## src/rtl/rtc_pkg.sv

```systemverilog
package rtc_pkg;
  localparam int NF = 4;   // fields: 0 fraction, 1 sec, 2 min, 3 hour
  localparam int FW = 8;   // field and bus width

  typedef logic [NF-1:0][FW-1:0] rtc_time_t;

  // control word bit positions
  localparam int CB_RUN  = 0;
  localparam int CB_FLAG = 1;
  localparam int CB_WE   = 2;
  localparam int CB_RE   = 3;
  localparam int CB_EN   = 7;  // enable of field i sits at bit CB_EN - i

  // address map
  localparam logic [3:0] A_CTRL = 4'd0;
  localparam logic [3:0] A_TIME = 4'd1;
  localparam logic [3:0] A_ALM  = 4'd5;

  function automatic logic [FW-1:0] field_max(input int idx);
    case (idx)
      0:       return 8'd255;
      1, 2:    return 8'd59;
      default: return 8'd23;
    endcase
  endfunction
endpackage

```

## src/rtl/rtc_tick_gen.sv

```systemverilog
module rtc_tick_gen #(
  parameter int DIV = 4
) (
  input  logic clk,
  input  logic rst,
  input  logic clr,
  input  logic run,
  output logic tick
);
  localparam int CW = (DIV > 1) ? $clog2(DIV) : 1;
  localparam logic [CW-1:0] LAST = CW'(DIV - 1);

  logic [CW-1:0] cnt;

  assign tick = run && (cnt == LAST) && !clr;

  always_ff @(posedge clk) begin
    if (rst || clr)  cnt <= '0;
    else if (run)    cnt <= (cnt == LAST) ? '0 : cnt + 1'b1;
  end

  generate
    if (DIV > 1) begin : g_chk
      AST_TICK_SPACED: assert property (@(posedge clk) disable iff (rst)
        tick |=> !tick);
    end
  endgenerate
endmodule

```

## src/rtl/rtc_time_chain.sv

```systemverilog
module rtc_time_chain
  import rtc_pkg::*;
(
  input  logic          clk,
  input  logic          cold_rst,
  input  logic          tick,
  input  logic          wr,
  input  logic [1:0]    wr_idx,
  input  logic [FW-1:0] wr_data,
  output rtc_time_t     time_q,
  output rtc_time_t     time_nxt
);
  logic [NF-1:0] carry;
  logic [NF-1:0] wrap;

  assign carry[0] = tick;

  genvar i;
  generate
    for (i = 0; i < NF; i++) begin : g_field
      assign wrap[i]     = time_q[i] >= field_max(i);
      assign time_nxt[i] = carry[i] ? (wrap[i] ? '0 : time_q[i] + 8'd1) : time_q[i];
      if (i < NF - 1) begin : g_carry
        assign carry[i+1] = carry[i] && wrap[i];
      end
    end
  endgenerate

  always_ff @(posedge clk) begin
    if (cold_rst) begin
      time_q <= '0;
    end else begin
      for (int k = 0; k < NF; k++) begin
        if (wr && wr_idx == 2'(k)) time_q[k] <= wr_data;
        else                       time_q[k] <= time_nxt[k];
      end
    end
  end

  AST_HOLD_IDLE: assert property (@(posedge clk) disable iff (cold_rst)
    (!tick && !wr) |=> $stable(time_q));

  AST_FRAC_WRAP: assert property (@(posedge clk) disable iff (cold_rst)
    (tick && !wr && time_q[0] == 8'd255) |=> (time_q[0] == 8'd0));
endmodule

```

## src/rtl/rtc_alarm_cmp.sv

```systemverilog
module rtc_alarm_cmp
  import rtc_pkg::*;
(
  input  logic [NF-1:0] en,
  input  rtc_time_t     alarm,
  input  rtc_time_t     cand,
  output logic          match
);
  logic [NF-1:0] ok;

  genvar i;
  generate
    for (i = 0; i < NF; i++) begin : g_cmp
      assign ok[i] = !en[i] || (cand[i] == alarm[i]);
    end
  endgenerate

  assign match = (|en) && (&ok);
endmodule

```

## src/rtl/rtc_alarm.sv

```systemverilog
module rtc_alarm
  import rtc_pkg::*;
#(
  parameter int DIV = 4
) (
  input  logic       clk,
  input  logic       rst,
  input  logic       cold_rst,
  input  logic       bus_wr,
  input  logic       bus_rd,
  input  logic [3:0] bus_addr,
  input  logic [7:0] bus_wdata,
  output logic [7:0] bus_rdata,
  output logic       irq
);
  logic [NF-1:0] en_q;
  logic          re_q, we_q, flag_q, run_q;
  rtc_time_t     alarm_q, time_q, time_nxt;
  logic          tick, match;

  wire is_time = (bus_addr >= A_TIME) && (bus_addr < A_ALM);
  wire is_alm  = (bus_addr >= A_ALM) && (bus_addr < A_ALM + 4'(NF));
  wire ctrl_wr = bus_wr && (bus_addr == A_CTRL);
  wire time_wr = bus_wr && we_q && is_time;
  wire [1:0] t_idx = 2'(bus_addr - A_TIME);
  wire [1:0] a_idx = 2'(bus_addr - A_ALM);

  logic [7:0] ctrl_word;
  always_comb begin
    ctrl_word = '0;
    for (int k = 0; k < NF; k++) ctrl_word[CB_EN-k] = en_q[k];
    ctrl_word[CB_RE]   = re_q;
    ctrl_word[CB_WE]   = we_q;
    ctrl_word[CB_FLAG] = flag_q;
    ctrl_word[CB_RUN]  = run_q;
  end

  rtc_tick_gen #(.DIV(DIV)) u_tick (
    .clk(clk), .rst(rst || cold_rst), .clr(time_wr), .run(run_q), .tick(tick)
  );

  rtc_time_chain u_chain (
    .clk(clk), .cold_rst(cold_rst), .tick(tick), .wr(time_wr),
    .wr_idx(t_idx), .wr_data(bus_wdata), .time_q(time_q), .time_nxt(time_nxt)
  );

  rtc_alarm_cmp u_cmp (
    .en(en_q), .alarm(alarm_q), .cand(time_nxt), .match(match)
  );

  always_ff @(posedge clk) begin
    if (cold_rst) begin
      en_q <= '0; re_q <= 1'b0; we_q <= 1'b0; flag_q <= 1'b0; run_q <= 1'b0;
      alarm_q <= '0;
    end else if (rst) begin
      re_q <= 1'b0; we_q <= 1'b0; flag_q <= 1'b0; run_q <= 1'b0;
    end else begin
      if (ctrl_wr) begin
        for (int k = 0; k < NF; k++) en_q[k] <= bus_wdata[CB_EN-k];
        re_q  <= bus_wdata[CB_RE];
        we_q  <= bus_wdata[CB_WE];
        run_q <= bus_wdata[CB_RUN];
      end
      if (bus_wr && is_alm) alarm_q[a_idx] <= bus_wdata;
      flag_q <= (ctrl_wr ? (flag_q && bus_wdata[CB_FLAG]) : flag_q) || (tick && match);
    end
  end

  always_ff @(posedge clk) begin
    if (rst || cold_rst) begin
      bus_rdata <= '0;
    end else if (bus_rd) begin
      if (bus_addr == A_CTRL) bus_rdata <= ctrl_word;
      else if (is_time)       bus_rdata <= re_q ? time_q[t_idx] : '0;
      else if (is_alm)        bus_rdata <= alarm_q[a_idx];
      else                    bus_rdata <= '0;
    end
  end

  assign irq = flag_q;

  AST_NO_EN_NO_SET: assert property (@(posedge clk) disable iff (rst || cold_rst)
    (en_q == '0 && !flag_q) |=> !flag_q);

  AST_FLAG_STICKY: assert property (@(posedge clk) disable iff (rst || cold_rst)
    (flag_q && !ctrl_wr) |=> flag_q);

  AST_SET_ON_MATCH: assert property (@(posedge clk) disable iff (rst || cold_rst)
    (tick && match) |=> flag_q);

  AST_WR_GATED: assert property (@(posedge clk) disable iff (cold_rst)
    (bus_wr && is_time && !we_q && !tick) |=> $stable(time_q));
endmodule

```

## config.mk

```make
export PLATFORM = sky130hd
export DESIGN_NAME = rtc_alarm
export DESIGN_NICKNAME = d
export VERILOG_FILES = /design/src/rtl/rtc_pkg.sv /design/src/rtl/rtc_tick_gen.sv /design/src/rtl/rtc_time_chain.sv /design/src/rtl/rtc_alarm_cmp.sv /design/src/rtl/rtc_alarm.sv
export SDC_FILE = /design/constraint.sdc
export NUM_CORES = 1
export LEC_CHECK = 0
export BUFFER_PORTS_ARGS = -buffer_cell sky130_fd_sc_hd__buf_4
export CORE_MARGIN = 4
export CORE_UTILIZATION = 23
export DETAILED_ROUTE_END_ITERATION = 8
export PLACE_DENSITY = 0.37
export SLEW_MARGIN = 25
export SYNTH_ARGS = -nofsm -noshare
export SYNTH_HDL_FRONTEND = slang
export SYNTH_SLANG_ARGS = --single-unit
```

## constraint.sdc

```tcl
create_clock -name clk -period 8.9 [get_ports clk]
set_input_delay 2.67 -clock clk [delete_from_list [all_inputs] [get_ports clk]]
set_output_delay 2.67 -clock clk [all_outputs]
set_load 0.05 [all_outputs]
```

==> results.cfg <==
[placement]
place_congestion = 0.896
post-dp-hpwl_um = 15500
placed_area_um2 = 5690
port_buffers = 25

[global_route]
top_usage_layer = met2
grt_overflow = 0
first_global_vias = 4949
antenna_found_initial = 0
grt_pass1_wl_um = 32300
grt_util_met1_pct = 22.7
use_met3_pct = 2.61
use_met2_pct = 25.8
grt_usage_pct = 16.6
grt_max_degree = 71

[worst_setup_path]
worst-endpoint-arrival_ns = 6.33
crit_fanout = 20
crit_path_end_kind = register
reg2reg_to = irq
crit_type = primary input to register
r2r_slack_ns = 5.55
timing.rr.start = u_chain.time_q[8]
startpoint_type = primary input
required_ns = 9.17
reg2reg_depth = 9

[final_layout]
finish.utilization_pct = 26.3
syn_to_final_growth_pct = 12.1
n_fill_cell = 2423
antenna_cells = 0
stdcell_area_um2 = 5980
drive_gt1_share_pct = 11.8
nets = 674

[worst_hold_path]
whs_endpoint = bus_rdata[3]
hold_depth = 2
min_from = bus_rdata[3]
hold_path_class = register to register

[power_and_ir_drop]
ir_drop_mv = 0.0764
fin_total_pwr_mw = 0.806
power_density_nw_per_um2 = 135
p_leak_nw = 1.91

[timing]
worst_pin_slew_ns = 1.07
finalSetupTns_ns = 0
final.period_utilization_pct = 68.1
hold_viol_final = 0
finalSetupViolations = 0
hold_ws_ns = 0.492
slew_viol_final = 0
rsz0062_at_grt = false
layout_min_cycle_time_ns = 6.06
slew_headroom_pct = 28.5
fmax_mhz = 165
finClkSkew_ns = 0.00755

[detailed_routing]
drt_iter0_drc = 387
wl_per_cell_um = 22.8
vias_per_cell = 5.53
route.detailed.drc = 0
dr_total_vias = 5175
antenna_left = 0
drt-total-wl_um = 21400
drt_pass1_iterations = 7

[synth]
syn-cell-area_um2 = 5330
syn_area_per_cell_um2 = 8.09
synth_warnings = 0
synth_area_leader_cell = dfxtp_1
synthArstFlopShare_pct = 0
ys_seq_elements = 82
yosys-top-cells-area = dfxtp_1 (31%), mux4_2 (6.8%), a21oi_1 (5.7%)
syn_inst = 659
synth_edf_count = 0
synth_nets = 687
synth_top_area_share_pct = 30.8
synth_seq_area_share_pct = 30.8
synthMostInstantiatedCell = dfxtp_1
netlist_top_cells_count = dfxtp_1 (82), nand2_1 (81), nor2_1 (65)
synthFlopType = dfxtp_1
yosysUniqueCellTypes = 71

[cts]
post-cts-setup-buffer-count = 0
cts_sinks = 82
cts_resized = 0
clockRootBuffer = clkbuf_16
cts_tree = yes
clk_pin_slew_ns = 0.06
h-tree-depth = 3
cts_buffers = 9
clk_latency_ns = 0.35
clk_path_buf_depth = 2
ctsHoldBuffers = 0

[floorplanning]
initial_utilization_pct = 23.5
core_area_um2 = 22700
die_h_um = 160
die_area_um2 = 25700
die-width_um = 160
rows = 55
pin_count = 26

[flow_run]
maxCapViolCount = 0

[status]
outcome = finished, final reports clean
[how the worst max path moves through the flow]
stage | cells after the start | startpoint | slack [ns] | endpoint
final | 11 | bus_addr[0] | 2.84 | irq
after global routing | 11 | bus_addr[0] | 2.57 | irq
after CTS | 11 | bus_addr[0] | 2.86 | irq
after detailed placement | 11 | bus_addr[0] | 2.50 | irq
after global placement | 11 | bus_addr[0] | 2.55 | irq
after floorplan | 14 | bus_addr[0] | 2.99 | irq
[flip-flops by register name, summed over array words and instances, names as in the netlist]
| signal | count |
|---|---|
| irq | 1 |
| bus_rdata | 8 |
| re_q | 1 |
| en_q | 4 |
| alarm_q | 32 |
| run_q | 1 |
| u_chain.time_q | 32 |
| u_tick.cnt | 2 |
| we_q | 1 |
[area by class of cell]
type	instances	area, um2	area share (%)
Multi-Input combinational cell	517	3460	57.8
Sequential cell	82	1640	27.5
Tap cell	285	357	5.96
Clock buffer	10	229	3.83
Timing Repair Buffer	28	210	3.52
Clock inverter	5	56.3	0.942
Inverter	8	30.0	0.502
[through the flow]
stage	cells	setup slack [ns]
after detailed placement	920	2.50
after global placement	920	2.55
final	935	2.84
after CTS	935	2.86
after global routing	935	2.57
after floorplan	659	2.99
[where the power goes]
| part | internal, mW | leakage [nW] | switching, mW | total [mW] |
|---|---|---|---|---|
| combinational | 0.0176 | 1.11 | 0.0417 | 0.0593 |
| clock | 0.216 | 0.138 | 0.160 | 0.375 |
| sequential | 0.368 | 0.661 | 0.00298 | 0.371 |
| total | 0.602 | 1.91 | 0.204 | 0.806 |
[routing by layer]
layer,up-vias,wire [um]
li1,2417,-
met4,0,732
met1,2547,10000
met5,-,0
met3,41,1020
met2,170,9600
[layout by cell type (no fill, tap or decap), types with 7 or more instances in the layout]
cell type,netlist,layout
o21ai_0,21,21
nand3_1,57,57
mux4_2,16,16
and2_1,7,7
ha_1,11,11
dfxtp_1,82,82
buf_4,0,28
nor2_1,65,65
nand2_1,81,81
a211oi_1,18,18
nor4_1,10,10
inv_1,8,8
a31oi_1,11,11
mux2i_1,15,15
clkbuf_16,0,9
xnor2_1,13,13
nor3_1,18,17
a311oi_1,7,7
a21oi_1,61,61
a32oi_1,7,7
[worst max-delay path: stages]
cell and delay, ns:
buf_4 0.29, inv_1 0.15, ha_1 0.42, nor3b_4 0.27
o41ai_4 0.96, nor4_1 0.15, or3_1 0.37, a2111oi_2 0.43
a41oi_1 0.23, o21a_1 0.24, a211oi_2 0.14
[cell families after synthesis]
family,after synthesis,synth area share [%]
AOI/OAI and AO/OA,173,22.6
xor gates and xnor gates,21,3.99
buffers and inverters,60,4.60
adders and majority gates,11,2.58
DFF,82,30.8
muxes,32,9.78
and+or+nand+nor,280,25.7
Power figures use the tool's default switching activity.
